===== src/rtl/sbr_pkg.sv =====
package sbr_pkg;
  localparam int DW       = 32;
  localparam int STRB_W   = DW / 8;
  localparam int ALIGN_LO = 9;
  localparam int CNT_W    = 24;

  // word indices (byte offset / 4)
  localparam int IDX_TXB  = 0;
  localparam int IDX_RXO  = 1;
  localparam int IDX_CTL  = 2;
  localparam int IDX_RXD  = 3;
  localparam int IDX_ICLR = 4;

  // control and clear bit positions
  localparam int B_RST    = 31;
  localparam int B_START  = 30;
  localparam int B_TYPE   = 29;
  localparam int B_CLR_D2P  = 31;
  localparam int B_CLR_P2D  = 30;
  localparam int B_CLR_FLAG = 29;

  localparam logic [1:0] RESP_OKAY = 2'b00;

  function automatic logic [DW-1:0] merge_bytes(input logic [DW-1:0] old_v,
                                                 input logic [DW-1:0] new_v,
                                                 input logic [STRB_W-1:0] strb);
    logic [DW-1:0] r;
    for (int b = 0; b < STRB_W; b++)
      r[b*8 +: 8] = strb[b] ? new_v[b*8 +: 8] : old_v[b*8 +: 8];
    return r;
  endfunction

  function automatic logic [DW-1:0] align_base(input logic [DW-1:0] v);
    return {v[DW-1:ALIGN_LO], {ALIGN_LO{1'b0}}};
  endfunction

  function automatic logic [DW-1:0] status_word(input logic flag,
                                                 input logic [CNT_W-1:0] cnt);
    return {flag, {(DW-1-CNT_W){1'b0}}, cnt};
  endfunction
endpackage


===== src/rtl/sbr_axil_if.sv =====
module sbr_axil_if #(
  parameter int ADDR_W = 8
) (
  input  logic                      clk,
  input  logic                      rst_n,
  input  logic [ADDR_W-1:0]         awaddr,
  input  logic                      awvalid,
  output logic                      awready,
  input  logic [sbr_pkg::DW-1:0]    wdata,
  input  logic [sbr_pkg::STRB_W-1:0] wstrb,
  input  logic                      wvalid,
  output logic                      wready,
  output logic [1:0]                bresp,
  output logic                      bvalid,
  input  logic                      bready,
  input  logic [ADDR_W-1:0]         araddr,
  input  logic                      arvalid,
  output logic                      arready,
  output logic [sbr_pkg::DW-1:0]    rdata,
  output logic [1:0]                rresp,
  output logic                      rvalid,
  input  logic                      rready,
  output logic                      wr_fire,
  output logic [ADDR_W-1:0]         wr_addr,
  output logic [sbr_pkg::DW-1:0]    wr_data,
  output logic [sbr_pkg::STRB_W-1:0] wr_strb,
  output logic                      rd_fire,
  output logic [ADDR_W-1:0]         rd_addr,
  input  logic [sbr_pkg::DW-1:0]    rd_word
);
  import sbr_pkg::*;

  assign awready = awvalid && wvalid && !bvalid;
  assign wready  = awready;
  assign wr_fire = awready;
  assign wr_addr = awaddr;
  assign wr_data = wdata;
  assign wr_strb = wstrb;

  assign arready = !rvalid;
  assign rd_fire = arvalid && arready;
  assign rd_addr = araddr;

  assign bresp = RESP_OKAY;
  assign rresp = RESP_OKAY;

  always_ff @(posedge clk) begin
    if (!rst_n) begin
      bvalid <= 1'b0;
      rvalid <= 1'b0;
      rdata  <= '0;
    end else begin
      if (wr_fire)                bvalid <= 1'b1;
      else if (bvalid && bready)  bvalid <= 1'b0;
      if (rd_fire) begin
        rvalid <= 1'b1;
        rdata  <= rd_word;
      end else if (rvalid && rready) begin
        rvalid <= 1'b0;
      end
    end
  end
endmodule


===== src/rtl/sbr_ctrl_regs.sv =====
module sbr_ctrl_regs #(
  parameter int ADDR_W = 8
) (
  input  logic                       clk,
  input  logic                       rst_n,
  input  logic                       wr_fire,
  input  logic [ADDR_W-1:0]          wr_addr,
  input  logic [sbr_pkg::DW-1:0]     wr_data,
  input  logic [sbr_pkg::STRB_W-1:0] wr_strb,
  output logic [sbr_pkg::DW-1:0]     tx_base,
  output logic [sbr_pkg::DW-1:0]     rx_other_base,
  output logic [sbr_pkg::DW-1:0]     rx_data_base,
  output logic                       ctl_fis_data,
  output logic [15:0]                ctl_tx_words,
  output logic                       ctl_start,
  output logic                       ctl_reset,
  output logic                       ctl_wr,
  output logic                       clr_d2p,
  output logic                       clr_p2d,
  output logic                       clr_flag
);
  import sbr_pkg::*;

  localparam int IDX_W = ADDR_W - 2;

  logic [DW-1:0] ctl_word;
  logic          sel_txb, sel_rxo, sel_ctl, sel_rxd, sel_iclr;
  logic [DW-1:0] ctl_next;

  assign sel_txb  = wr_fire && (wr_addr[1:0] == 2'b00) && (wr_addr[ADDR_W-1:2] == IDX_W'(IDX_TXB));
  assign sel_rxo  = wr_fire && (wr_addr[1:0] == 2'b00) && (wr_addr[ADDR_W-1:2] == IDX_W'(IDX_RXO));
  assign sel_ctl  = wr_fire && (wr_addr[1:0] == 2'b00) && (wr_addr[ADDR_W-1:2] == IDX_W'(IDX_CTL));
  assign sel_rxd  = wr_fire && (wr_addr[1:0] == 2'b00) && (wr_addr[ADDR_W-1:2] == IDX_W'(IDX_RXD));
  assign sel_iclr = wr_fire && (wr_addr[1:0] == 2'b00) && (wr_addr[ADDR_W-1:2] == IDX_W'(IDX_ICLR));

  assign ctl_wr   = sel_ctl;
  assign ctl_next = merge_bytes(ctl_word, wr_data, wr_strb);

  assign clr_d2p  = sel_iclr && wr_strb[3] && wr_data[B_CLR_D2P];
  assign clr_p2d  = sel_iclr && wr_strb[3] && wr_data[B_CLR_P2D];
  assign clr_flag = sel_iclr && wr_strb[3] && wr_data[B_CLR_FLAG];

  assign ctl_fis_data = ctl_word[B_TYPE];
  assign ctl_tx_words = ctl_word[15:0];

  always_ff @(posedge clk) begin
    if (!rst_n) begin
      tx_base       <= '0;
      rx_other_base <= '0;
      rx_data_base  <= '0;
      ctl_word      <= '0;
      ctl_start     <= 1'b0;
      ctl_reset     <= 1'b0;
    end else begin
      if (sel_txb) tx_base       <= align_base(merge_bytes(tx_base, wr_data, wr_strb));
      if (sel_rxo) rx_other_base <= align_base(merge_bytes(rx_other_base, wr_data, wr_strb));
      if (sel_rxd) rx_data_base  <= align_base(merge_bytes(rx_data_base, wr_data, wr_strb));
      if (sel_ctl) ctl_word      <= {1'b0, 1'b0, ctl_next[DW-3:0]};
      ctl_start <= sel_ctl && wr_strb[3] && wr_data[B_START];
      ctl_reset <= sel_ctl && wr_strb[3] && wr_data[B_RST];
    end
  end
endmodule


===== src/rtl/sbr_status.sv =====
module sbr_status (
  input  logic                      clk,
  input  logic                      rst_n,
  input  logic                      rx_word_stb,
  input  logic                      rx_nondata_stb,
  input  logic                      d2p_done,
  input  logic                      p2d_done,
  input  logic                      ctl_wr,
  input  logic                      clr_d2p,
  input  logic                      clr_p2d,
  input  logic                      clr_flag,
  output logic [sbr_pkg::CNT_W-1:0] rx_count,
  output logic                      rx_flag,
  output logic                      irq_d2p,
  output logic                      irq_p2d
);
  import sbr_pkg::*;

  always_ff @(posedge clk) begin
    if (!rst_n) begin
      rx_count <= '0;
      rx_flag  <= 1'b0;
      irq_d2p  <= 1'b0;
      irq_p2d  <= 1'b0;
    end else begin
      if (ctl_wr)           rx_count <= '0;
      else if (rx_word_stb) rx_count <= rx_count + 1'b1;
      rx_flag <= rx_nondata_stb || (rx_flag && !clr_flag);
      irq_d2p <= d2p_done       || (irq_d2p && !clr_d2p);
      irq_p2d <= p2d_done       || (irq_p2d && !clr_p2d);
    end
  end
endmodule


===== src/rtl/sata_bridge_regs.sv =====
module sata_bridge_regs #(
  parameter int ADDR_W = 8
) (
  input  logic              clk,
  input  logic              rst_n,
  input  logic [ADDR_W-1:0] awaddr,
  input  logic              awvalid,
  output logic              awready,
  input  logic [31:0]       wdata,
  input  logic [3:0]        wstrb,
  input  logic              wvalid,
  output logic              wready,
  output logic [1:0]        bresp,
  output logic              bvalid,
  input  logic              bready,
  input  logic [ADDR_W-1:0] araddr,
  input  logic              arvalid,
  output logic              arready,
  output logic [31:0]       rdata,
  output logic [1:0]        rresp,
  output logic              rvalid,
  input  logic              rready,
  output logic [31:0]       tx_base,
  output logic [31:0]       rx_other_base,
  output logic [31:0]       rx_data_base,
  output logic              ctl_fis_data,
  output logic [15:0]       ctl_tx_words,
  output logic              ctl_start,
  output logic              ctl_reset,
  input  logic [31:0]       err_code,
  input  logic              rx_word_stb,
  input  logic              rx_nondata_stb,
  input  logic              d2p_done,
  input  logic              p2d_done,
  output logic              irq_d2p,
  output logic              irq_p2d
);
  import sbr_pkg::*;

  localparam int IDX_W = ADDR_W - 2;

  logic              wr_fire, rd_fire;
  logic [ADDR_W-1:0] wr_addr, rd_addr;
  logic [DW-1:0]     wr_data, rd_word;
  logic [STRB_W-1:0] wr_strb;
  logic              ctl_wr, clr_d2p, clr_p2d, clr_flag;
  logic [CNT_W-1:0]  rx_count;
  logic              rx_flag;

  sbr_axil_if #(.ADDR_W(ADDR_W)) u_if (
    .clk, .rst_n, .awaddr, .awvalid, .awready, .wdata, .wstrb, .wvalid, .wready,
    .bresp, .bvalid, .bready, .araddr, .arvalid, .arready, .rdata, .rresp,
    .rvalid, .rready, .wr_fire, .wr_addr, .wr_data, .wr_strb, .rd_fire,
    .rd_addr, .rd_word
  );

  sbr_ctrl_regs #(.ADDR_W(ADDR_W)) u_ctrl (
    .clk, .rst_n, .wr_fire, .wr_addr, .wr_data, .wr_strb, .tx_base,
    .rx_other_base, .rx_data_base, .ctl_fis_data, .ctl_tx_words, .ctl_start,
    .ctl_reset, .ctl_wr, .clr_d2p, .clr_p2d, .clr_flag
  );

  sbr_status u_stat (
    .clk, .rst_n, .rx_word_stb, .rx_nondata_stb, .d2p_done, .p2d_done,
    .ctl_wr, .clr_d2p, .clr_p2d, .clr_flag, .rx_count, .rx_flag,
    .irq_d2p, .irq_p2d
  );

  always_comb begin
    rd_word = '0;
    if (rd_addr[1:0] == 2'b00) begin
      if (rd_addr[ADDR_W-1:2] == IDX_W'(IDX_RXO)) rd_word = err_code;
      if (rd_addr[ADDR_W-1:2] == IDX_W'(IDX_RXD)) rd_word = status_word(rx_flag, rx_count);
    end
  end
endmodule


===== config.mk =====
export PLATFORM = sky130hd
export DESIGN_NAME = sata_bridge_regs
export DESIGN_NICKNAME = d
export VERILOG_FILES = /design/src/rtl/sbr_pkg.sv /design/src/rtl/sbr_axil_if.sv /design/src/rtl/sbr_ctrl_regs.sv /design/src/rtl/sbr_status.sv /design/src/rtl/sata_bridge_regs.sv
export SDC_FILE = /design/constraint.sdc
export NUM_CORES = 1
export LEC_CHECK = 0
export ABC_AREA = 1
export BUFFER_PORTS_ARGS = -buffer_cell sky130_fd_sc_hd__buf_4
export CELL_PAD_IN_SITES_DETAIL_PLACEMENT = 1
export CELL_PAD_IN_SITES_GLOBAL_PLACEMENT = 1
export CORE_ASPECT_RATIO = 1.5
export CORE_MARGIN = 5
export CORE_UTILIZATION = 34
export CTS_CLUSTER_DIAMETER = 100
export DETAILED_ROUTE_END_ITERATION = 10
export PLACE_DENSITY = 0.8
export SLEW_MARGIN = 20
export SYNTH_ARGS = -nofsm -noshare
export SYNTH_HDL_FRONTEND = slang
export SYNTH_SLANG_ARGS = --single-unit

===== constraint.sdc =====
create_clock -name clk -period 1.8 [get_ports clk]
set_input_delay 0.09 -clock clk [delete_from_list [all_inputs] [get_ports clk]]
set_output_delay 0.09 -clock clk [all_outputs]
set_load 0.03 [all_outputs]

==> impl_metrics.json, run 1 <==
{
  "highest_layer": "met4",
  "cts_tree": "done",
  "io_pins": 253,
  "drc": 0,
  "clock_path_buffers": 2,
  "vias_per_cell": 4.91,
  "wl_met1_um": 9600,
  "place_hpwl_um": 18600,
  "wl_met2_um": 14900,
  "synthArstFlopShare": 0,
  "wl_per_cell_um": 16.9,
  "yosys-top-cells-area": "dfxtp_1, nand2_1, nor2_1",
  "p_total_uw": 7870,
  "fin_area_mm2": 0.0103,
  "r2r_cells": 6,
  "hold-worst-slack_ns": 0.0663,
  "antenna_left": 0,
  "cts_made_buffers": 17,
  "avgSynthCellArea_um2": 6.79,
  "rsz0062_at_grt": "no",
  "crit_arrival_ns": 1.96,
  "slew_headroom": 0.573,
  "synth_top_area_frac": 0.417,
  "first_global_vias": 8324,
  "synth_top_area_cell": "dfxtp_1",
  "h-tree-depth": 4,
  "synth_edf_count": 0,
  "routed-via-count": 7922,
  "worst_pin_slew_ns": 0.641,
  "clock-sinks": 149,
  "period_minus_slack_ns": 1.66,
  "clk_pin_slew_ns": 0.06,
  "cp_max_fo": 13,
  "netlist_instances": 1053,
  "yosysWarningCount": 0,
  "synth_common_cells": "nand2_1, nor2_1, dfxtp_1",
  "grt.overflow.total": 0,
  "ir_drop_mv": 0.555,
  "cp_data_required_time_ns": 2.09,
  "clockRootBuffer": "clkbuf_16",
  "io_buffer_count": 221,
  "cp-start-kind": "primary input",
  "synth_area_mm2": 0.00715,
  "fmax_ghz": 0.601,
  "cap_violations": 0,
  "synthFlopType": "dfxtp_1",
  "ys_seq_elements": 149,
  "place.gp.congestion": 0.778,
  "firstDrtPassIters": 4,
  "skew_ns": 0.0114,
  "final_layout_size_suffix_gt1_frac": 0.228,
  "power.density_mw_per_mm2": 766,
  "synth.most_common_cell": "nand2_1",
  "grt_pass1_wl_um": 42700,
  "tns_ns": 0,
  "first_iter_violations": 327,
  "hold_depth": 4,
  "nNetsFinal": 1426,
  "synth_cell_type_count": 29,
  "core_area_mm2": 0.0209,
  "die_h_um": 188,
  "rows": 65,
  "p_leak_uw": 0.00437,
  "wl_met3_um": 1200,
  "placed_cell_area_mm2": 0.00892,
  "syn_to_final_growth_pct": 43.8,
  "synth-seq-area-share": 0.417,
  "die_area_mm2": 0.0241,
  "antenna_found_initial": 1,
  "setup_viol": 0,
  "die_x_um": 128,
  "grt_max_degree": 55,
  "status": "finished clean",
  "hold_viol": 0,
  "finalMaxSlewViolations": 0,
  "crit_path_end_kind": "flip-flop",
  "wl_um": 27200,
  "grt.total_usage": 0.223,
  "finalCritPeriodShare": 0.924,
  "clk_latency_ns": 0.43,
  "initial_core_util": 0.342,
  "critPathKind": "in -> reg",
  "hold_class": "in -> reg"
}
==> critical path: stages <==
cell and delay, ns:
dlygate4sd3_1 0.56, buf_4 0.16, nor2_4 0.13, nand2_1 0.10, nor2_4 0.28, nand3_1 0.34
nand2_1 0.18, a21oi_1 0.10
==> through the flow <==
| step | cells | utilization | worst slack [ns] |
|---|---|---|---|
| 2_1_floorplan | 1083 | - | 0.284 |
| 3_3_place_gp | 1505 | 0.427 | 0.267 |
| 3_5_place_dp | 1505 | 0.427 | 0.228 |
| 4_1_cts | 1610 | 0.491 | 0.0615 |
| 5_1_grt | 1612 | 0.492 | 0.0395 |
| 6_report | 1612 | 0.492 | 0.137 |
==> power breakdown <==
part / total, uW / internal [uW] / switching (uW)
Combinational: 760 / 309 / 452
Clock: 3790 / 2350 / 1440
Sequential: 3320 / 3310 / 10.9
Total: 7870 / 5970 / 1910
==> timing repair <==
| item | in CTS | in global routing |
|---|---|---|
| setup buffers | 0 | 1 |
| hold buffers | 73 | 0 |
| setup endpoints to repair | 0 | 2 |
| resized for setup | 0 | 0 |
| endpoints found under the hold margin | 76 | 0 |
==> metal layers <==
metal / vias up / track usage
met5: - / 0
met3: 83 / 0.0442
met2: 254 / 0.420
li1: 3811 / -
met1: 3774 / 0.222
met4: 0 / 0.124
==> registers in the layout, indices dropped and copies added (netlist names), 17 cells and up <==
register and count:
u_if.rdata 32, u_stat.rx_count 24, u_ctrl.rx_data_base 23, u_ctrl.rx_other_base 23
u_ctrl.tx_base 23, u_ctrl.ctl_word 17
==> final timing paths <==
kind,from,end,slack [ns]
hold reg to reg,u_ctrl.tx_base[15]$_SDFFE_PN0P_,u_ctrl.tx_base[15]$_SDFFE_PN0P_,0.46
setup reg to reg,u_if.bvalid$_SDFFE_PN0P_,u_ctrl.tx_base[30]$_SDFFE_PN0P_,0.14
setup / recovery,awaddr[5],u_ctrl.tx_base[30]$_SDFFE_PN0P_,0.14
hold / removal,err_code[5],u_if.rdata[5]$_SDFFE_PN0P_,0.07
==> final cells by class <==
type / instances / area (um^2)
antenna: 1 / 2.50
clock buffer: 18 / 439
clock inverter: 14 / 184
fill: 2677 / 10600
inverter: 123 / 462
multi-input combinational: 726 / 3310
sequential: 149 / 2980
tap: 268 / 335
timing repair buffer: 313 / 2570
==> layout by cell type (no fill, tap or decap) <==
cell	Yosys	layout
xor2_1	4	4
xnor2_1	2	2
conb_1	1	31
o21ai_0	3	3
clkinv_2	0	6
clkbuf_8	0	1
or2_2	3	3
dlygate4sd3_1	0	73
nand2_2	4	4
diode_2	0	1
nand2_1	242	242
inv_2	6	6
nor2_4	9	9
nor2_2	6	6
nand3_1	70	70
clkinvlp_4	0	1
nand3_4	3	3
buf_4	40	237
a21oi_1	108	108
clkinv_4	0	3
inv_1	117	117
clkbuf_16	0	17
nand3_2	2	2
ha_1	1	1
o21a_1	1	1
nor2_1	179	179
nand3b_1	1	1
bufinv_16	0	4
nor3_1	3	3
o21bai_1	2	2
buf_12	0	3
dfxtp_1	149	149
nand4_1	51	51
nor2_8	1	1
==> cells by family after synthesis <==
family | share of synthesized area
DFF | 0.417
AOI/OAI and AO/OA | 0.0808
other | 0.000524
xor gates and xnor gates | 0.00735
buffers and inverters | 0.136
adders and majority gates | 0.00175
and+or+nand+nor | 0.356
Note: power is estimated with default switching activity, not from simulation.
==> run 2: changes to the inputs <==
--- a/config.mk
+++ b/config.mk
@@ -11,10 +11,10 @@
 export CELL_PAD_IN_SITES_GLOBAL_PLACEMENT = 1
 export CORE_ASPECT_RATIO = 1.5
 export CORE_MARGIN = 5
-export CORE_UTILIZATION = 34
-export CTS_CLUSTER_DIAMETER = 100
+export CORE_UTILIZATION = 35
+export CTS_BUF_LIST = sky130_fd_sc_hd__clkbuf_8
 export DETAILED_ROUTE_END_ITERATION = 10
-export PLACE_DENSITY = 0.8
+export PLACE_DENSITY = 0.82
 export SLEW_MARGIN = 20
 export SYNTH_ARGS = -nofsm -noshare
 export SYNTH_HDL_FRONTEND = slang
==> run 2 against run 1 <==
First-iteration DRC count grew 24%. Flip-flop and latch count did not move. Cell count decreased by 0.31%. Total power decreased by 13%. Wire length grew 1.6%. Highest routed layer unchanged.
==> impl_metrics.json, run 2 (synthesis gave the netlist of run 1 again) <==
{
  "status": "finished clean",
  "die_x_um": 127,
  "clock_path_buffers": 2,
  "period_minus_slack_ns": 1.61,
  "io_pins": 253,
  "hold_viol": 0,
  "fillers": 2585,
  "p_leak_uw": 0.00428,
  "layout_common_cells": "nand2_1, buf_4, nor2_1",
  "cp-start-kind": "flip-flop",
  "first_global_vias": 8104,
  "skew_ns": 0.0137,
  "reg_top3": "u_if.rdata: 32 flops, u_stat.rx_count: 24 flops",
  "slew_headroom": 0.653,
  "clk_pin_slew_ns": 0.08,
  "p_int_uw": 5080,
  "crit_arrival_ns": 1.97,
  "place_hpwl_um": 18400,
  "antenna_left": 0,
  "hold_class": "in -> reg",
  "nNetsFinal": 1426,
  "grt.total_usage": 0.230,
  "antenna_found_initial": 1,
  "drc": 0,
  "core_area_mm2": 0.0203,
  "wl_um": 27600,
  "finalCritPeriodShare": 0.897,
  "p_switching_uw": 1770,
  "grt_max_degree": 63,
  "postCtsSetupBuffers": 0,
  "initial_core_util": 0.353,
  "place.gp.congestion": 0.843,
  "power.density_mw_per_mm2": 678,
  "worst_pin_slew_ns": 0.520,
  "rsz0062_at_grt": "no",
  "crit_path_end_kind": "flip-flop",
  "clk_latency_ns": 0.48,
  "cp_data_required_time_ns": 2.15,
  "swShare": 0.259,
  "seqPwrFrac": 0.484,
  "clockPowerShare": 0.402,
  "clock-sinks": 149,
  "finalMaxSlewViolations": 0,
  "wl_per_cell_um": 17.2,
  "final_common_cell": "nand2_1",
  "firstDrtPassIters": 4,
  "setup_viol": 0,
  "die_h_um": 185,
  "vias_per_cell": 4.89,
  "clockRootBuffer": "clkbuf_8",
  "largest_reg_flops": 32,
  "grt_pass1_wl_um": 42800,
  "routed-via-count": 7853,
  "p_total_uw": 6850,
  "io_buffer_count": 221,
  "first_iter_violations": 404,
  "fmax_ghz": 0.620,
  "syn_to_final_growth_pct": 41.2,
  "cp_max_fo": 19,
  "critPathKind": "reg -> reg",
  "ir_drop_mv": 0.423,
  "grt.overflow.total": 0,
  "final_layout_size_suffix_gt1_frac": 0.228,
  "cts_tree": "done",
  "rows": 64,
  "cap_violations": 0,
  "die_area_mm2": 0.0235,
  "largest-register": "u_if.rdata",
  "tns_ns": 0,
  "cts_made_buffers": 17,
  "h-tree-depth": 4,
  "pwr-share-comb": 0.113
}
==> run 2: path summary, 6_finish.rpt <==
kind	start	slack, ns	cells past startpoint	to
max reg2reg	u_if.bvalid$_SDFFE_PN0P_	0.19	6	u_ctrl.tx_base[16]$_SDFFE_PN0P_
min	araddr[6]	0.03	5	u_if.rdata[0]$_SDFFE_PN0P_
min reg2reg	u_ctrl.ctl_word[29]$_SDFFE_PN0P_	0.46	2	u_ctrl.ctl_word[29]$_SDFFE_PN0P_
max	u_if.bvalid$_SDFFE_PN0P_	0.19	6	u_ctrl.tx_base[16]$_SDFFE_PN0P_
==> run 2: worst max-delay path, stage by stage (launching register included) <==
cell and delay, ns:
dfxtp_1 0.35, inv_1 0.12, nand3_2 0.12, nor2_8 0.30, nand3_1 0.35, nand2_1 0.16, a21oi_1 0.08
==> run 2: stage by stage <==
stage	worst slack (ns)	std cells	cell area [um^2]	hold WS, ns	utilization
floorplan	0.284	1083	7260	0.207	-
finish	0.186	1607	10100	0.0286	0.499
CTS	0.134	1607	10100	0.000147	0.499
global route	0.0665	1607	10100	0.0347	0.499
global placement	0.329	1501	8940	0.299	0.441
detailed placement	0.252	1501	8940	0.315	0.441
==> run 2: final cells by class <==
cell class	instances	area (um^2)	area share
Clock buffer	20	275	0.0273
Multi-Input combinational cell	726	3320	0.328
Tap cell	264	330	0.0327
Sequential cell	149	2980	0.295
Timing Repair Buffer	313	2600	0.257
Inverter	123	462	0.0457
Clock inverter	11	134	0.0133
Antenna cell	1	2.50	0.000248
==> run 2: what timing repair did <==
item,in CTS,in global routing
resized for setup,0,3
endpoints found under the hold margin,117,0
setup endpoints to repair,0,1
hold buffers,75,0
==> run 2: power groups by stage <==
stage               registers [uW]  logic [uW]  clock network (uW)
floorplan                     3410         371                   0
detailed placement            3390         623                   0
CTS                           3320         759                2820
finish                        3320         776                2760
global route                  3320         831                2970
global placement              3390         615                   0
==> run 2: layer usage <==
| layer | vias up | wire length, um | GRT usage | share of wire |
|---|---|---|---|---|
| li1 | 3801 | - | - | - |
| met1 | 3726 | 10200 | 0.241 | 0.37 |
| met2 | 246 | 14800 | 0.427 | 0.54 |
| met3 | 80 | 1150 | 0.0421 | 0.042 |
| met4 | 0 | 1450 | 0.133 | 0.053 |
| met5 | - | 0 | 0 | 0 |
==> run 3: changes to the inputs <==
--- a/config.mk
+++ b/config.mk
@@ -13,8 +13,11 @@
 export CORE_MARGIN = 5
 export CORE_UTILIZATION = 35
 export CTS_BUF_LIST = sky130_fd_sc_hd__clkbuf_8
+export CTS_CLUSTER_SIZE = 16
 export DETAILED_ROUTE_END_ITERATION = 10
+export GPL_TIMING_DRIVEN = 0
 export PLACE_DENSITY = 0.82
+export REMOVE_ABC_BUFFERS = 1
 export SLEW_MARGIN = 20
 export SYNTH_ARGS = -nofsm -noshare
 export SYNTH_HDL_FRONTEND = slang
==> run 3 against run 2 <==
Total power up 4.8%. Largest cell class unchanged. Core utilization is 0.58 points higher. Critical endpoint is now u_ctrl.rx_other_base[29]$_SDFFE_PN0P_. Via count grew 0.80%.
==> impl_metrics.json, run 3 (synthesis gave the netlist of run 1 again) <==
{
  "finalMaxSlewViolations": 0,
  "slew_headroom": 0.345,
  "h-tree-depth": 4,
  "rr_startpoint": "u_if.bvalid$_SDFFE_PN0P_",
  "crit_path_end_kind": "flip-flop",
  "grt_max_degree": 60,
  "antenna_found_initial": 1,
  "largest-register": "u_if.rdata",
  "placed_cell_area_mm2": 0.00879,
  "setup_slack_ns": 0.0520,
  "worstHoldStart": "araddr[6]",
  "cp-start-kind": "flip-flop",
  "firstDrtPassIters": 4,
  "skew_ns": 0.0124,
  "cts_tree": "done",
  "cp_data_required_time_ns": 2.16,
  "power.density_mw_per_mm2": 703,
  "drc": 0,
  "clk_pin_slew_ns": 0.09,
  "hold_viol": 0,
  "cp_max_fo": 11,
  "rows": 64,
  "fillers": 2631,
  "grt.total_usage": 0.238,
  "grt_use_met2": 0.473,
  "layout_common_cells": "nand2_1, buf_4, nor2_1",
  "critPathKind": "reg -> reg",
  "largest_reg_flops": 32,
  "die_h_um": 185,
  "grt_pass1_wl_um": 43800,
  "first_iter_violations": 338,
  "place_ws_ns": -0.577,
  "finalCritPeriodShare": 0.971,
  "final_common_cell": "nand2_1",
  "core_area_mm2": 0.0203,
  "wl_per_cell_um": 17.9,
  "status": "finished clean",
  "wl_um": 28800,
  "rsz0062_at_grt": "no",
  "io_pins": 253,
  "nNetsFinal": 1428,
  "place_hpwl_um": 17200,
  "fin_area_mm2": 0.0102,
  "clk_latency_ns": 0.47,
  "first_global_vias": 8278,
  "clockRootBuffer": "clkbuf_8",
  "cap_violations": 0,
  "reg2reg_setup_slack_ns": 0.05,
  "die_area_mm2": 0.0235,
  "fmax_ghz": 0.572,
  "r2r_cells": 6,
  "routed-via-count": 7916,
  "syn_to_final_growth_pct": 42.9,
  "clock_path_buffers": 2,
  "hold-path-endpoint": "u_if.rdata[5]$_SDFFE_PN0P_",
  "die_x_um": 127,
  "use_met3": 0.0398,
  "crit_arrival_ns": 2.10,
  "hold_depth": 5,
  "place.gp.congestion": 0.787,
  "busiest_layer": "met2",
  "antenna_left": 0,
  "reg_top3": "u_if.rdata: 32 flops, u_stat.rx_count: 24 flops",
  "gr-usage-met1": 0.230,
  "hold_class": "in -> reg",
  "clock-sinks": 149,
  "final_layout_size_suffix_gt1_frac": 0.229,
  "period_minus_slack_ns": 1.75,
  "vias_per_cell": 4.92,
  "ir_drop_mv": 0.430,
  "reg2reg_to": "u_ctrl.rx_other_base[29]$_SDFFE_PN0P_",
  "p_leak_uw": 0.00429,
  "initial_core_util": 0.353,
  "cts_made_buffers": 17,
  "setup_viol": 0,
  "worst_pin_slew_ns": 0.980,
  "io_buffer_count": 221,
  "grt.overflow.total": 0
}
-- run 3: metal layers --
layer  vias up  wire length [um]  part of all wire
met4         0              1270             0.044
met2       216             16200              0.56
li1       3817                 -                 -
met5         -                 0                 0
met1      3815             10200              0.35
met3        68              1070             0.037
-- run 3: worst max-delay path by stage --
stage,startpoint,to,slack (ns)
floorplan,u_if.rvalid$_SDFFE_PN0P_,u_if.rdata[10]$_SDFFE_PN0P_,-0.28
global placement,u_if.rvalid$_SDFFE_PN0P_,u_if.rdata[23]$_SDFFE_PN0P_,-1.00
detailed placement,u_if.rvalid$_SDFFE_PN0P_,u_if.rdata[23]$_SDFFE_PN0P_,-0.58
CTS,u_if.bvalid$_SDFFE_PN0P_,u_stat.rx_count[6]$_SDFFE_PP0P_,0.01
global route,u_stat.rx_count[0]$_SDFFE_PP0P_,u_stat.rx_count[20]$_SDFFE_PP0P_,0.01
finish,u_if.bvalid$_SDFFE_PN0P_,u_ctrl.rx_other_base[29]$_SDFFE_PN0P_,0.05
-- run 3: worst max-delay path, cell delays in order (launching register included) --
cell and delay (ns):
dfxtp_1 0.36, nor2_4 0.19, nand2_4 0.15, nor2_2 0.63, nand3_1 0.16, nand2_1 0.11, nor2_1 0.05
-- run 3: timing repair --
item	4_1_cts	5_1_grt
gates cloned	7	1
pin swaps	5	1
hold endpoints to repair	124	0
buffers inserted	7	4
hold buffers	73	0
gates resized for setup	4	4
endpoints found under the setup margin	97	36
-- run 3: cell type report --
class	instances	area (um^2)	area share
clock buffer	20	275	0.0269
multi-input combinational	734	3420	0.334
clock inverter	10	179	0.0175
antenna	2	5.00	0.000490
inverter	123	464	0.0454
tap	264	330	0.0323
timing repair buffer	307	2560	0.251
sequential	149	2980	0.292
-- run 3: where the power goes --
group / switching [uW] / internal, uW
logic: 469 / 317
registers: 11.4 / 3310
clock network: 1340 / 1740
-- run 3: metrics by stage --
stage	hold slack (ns)	cells	total power [uW]	TNS (ns)	utilization
CTS	0.00124	1602	7180	0	0.500
finish	0.0250	1609	7180	0	0.504
floorplan	0.207	998	3660	-11.83	-
global placement	0.297	1483	3970	-51.01	0.431
detailed placement	0.309	1485	4000	-24.63	0.434
global route	0.0191	1608	7430	0	0.504
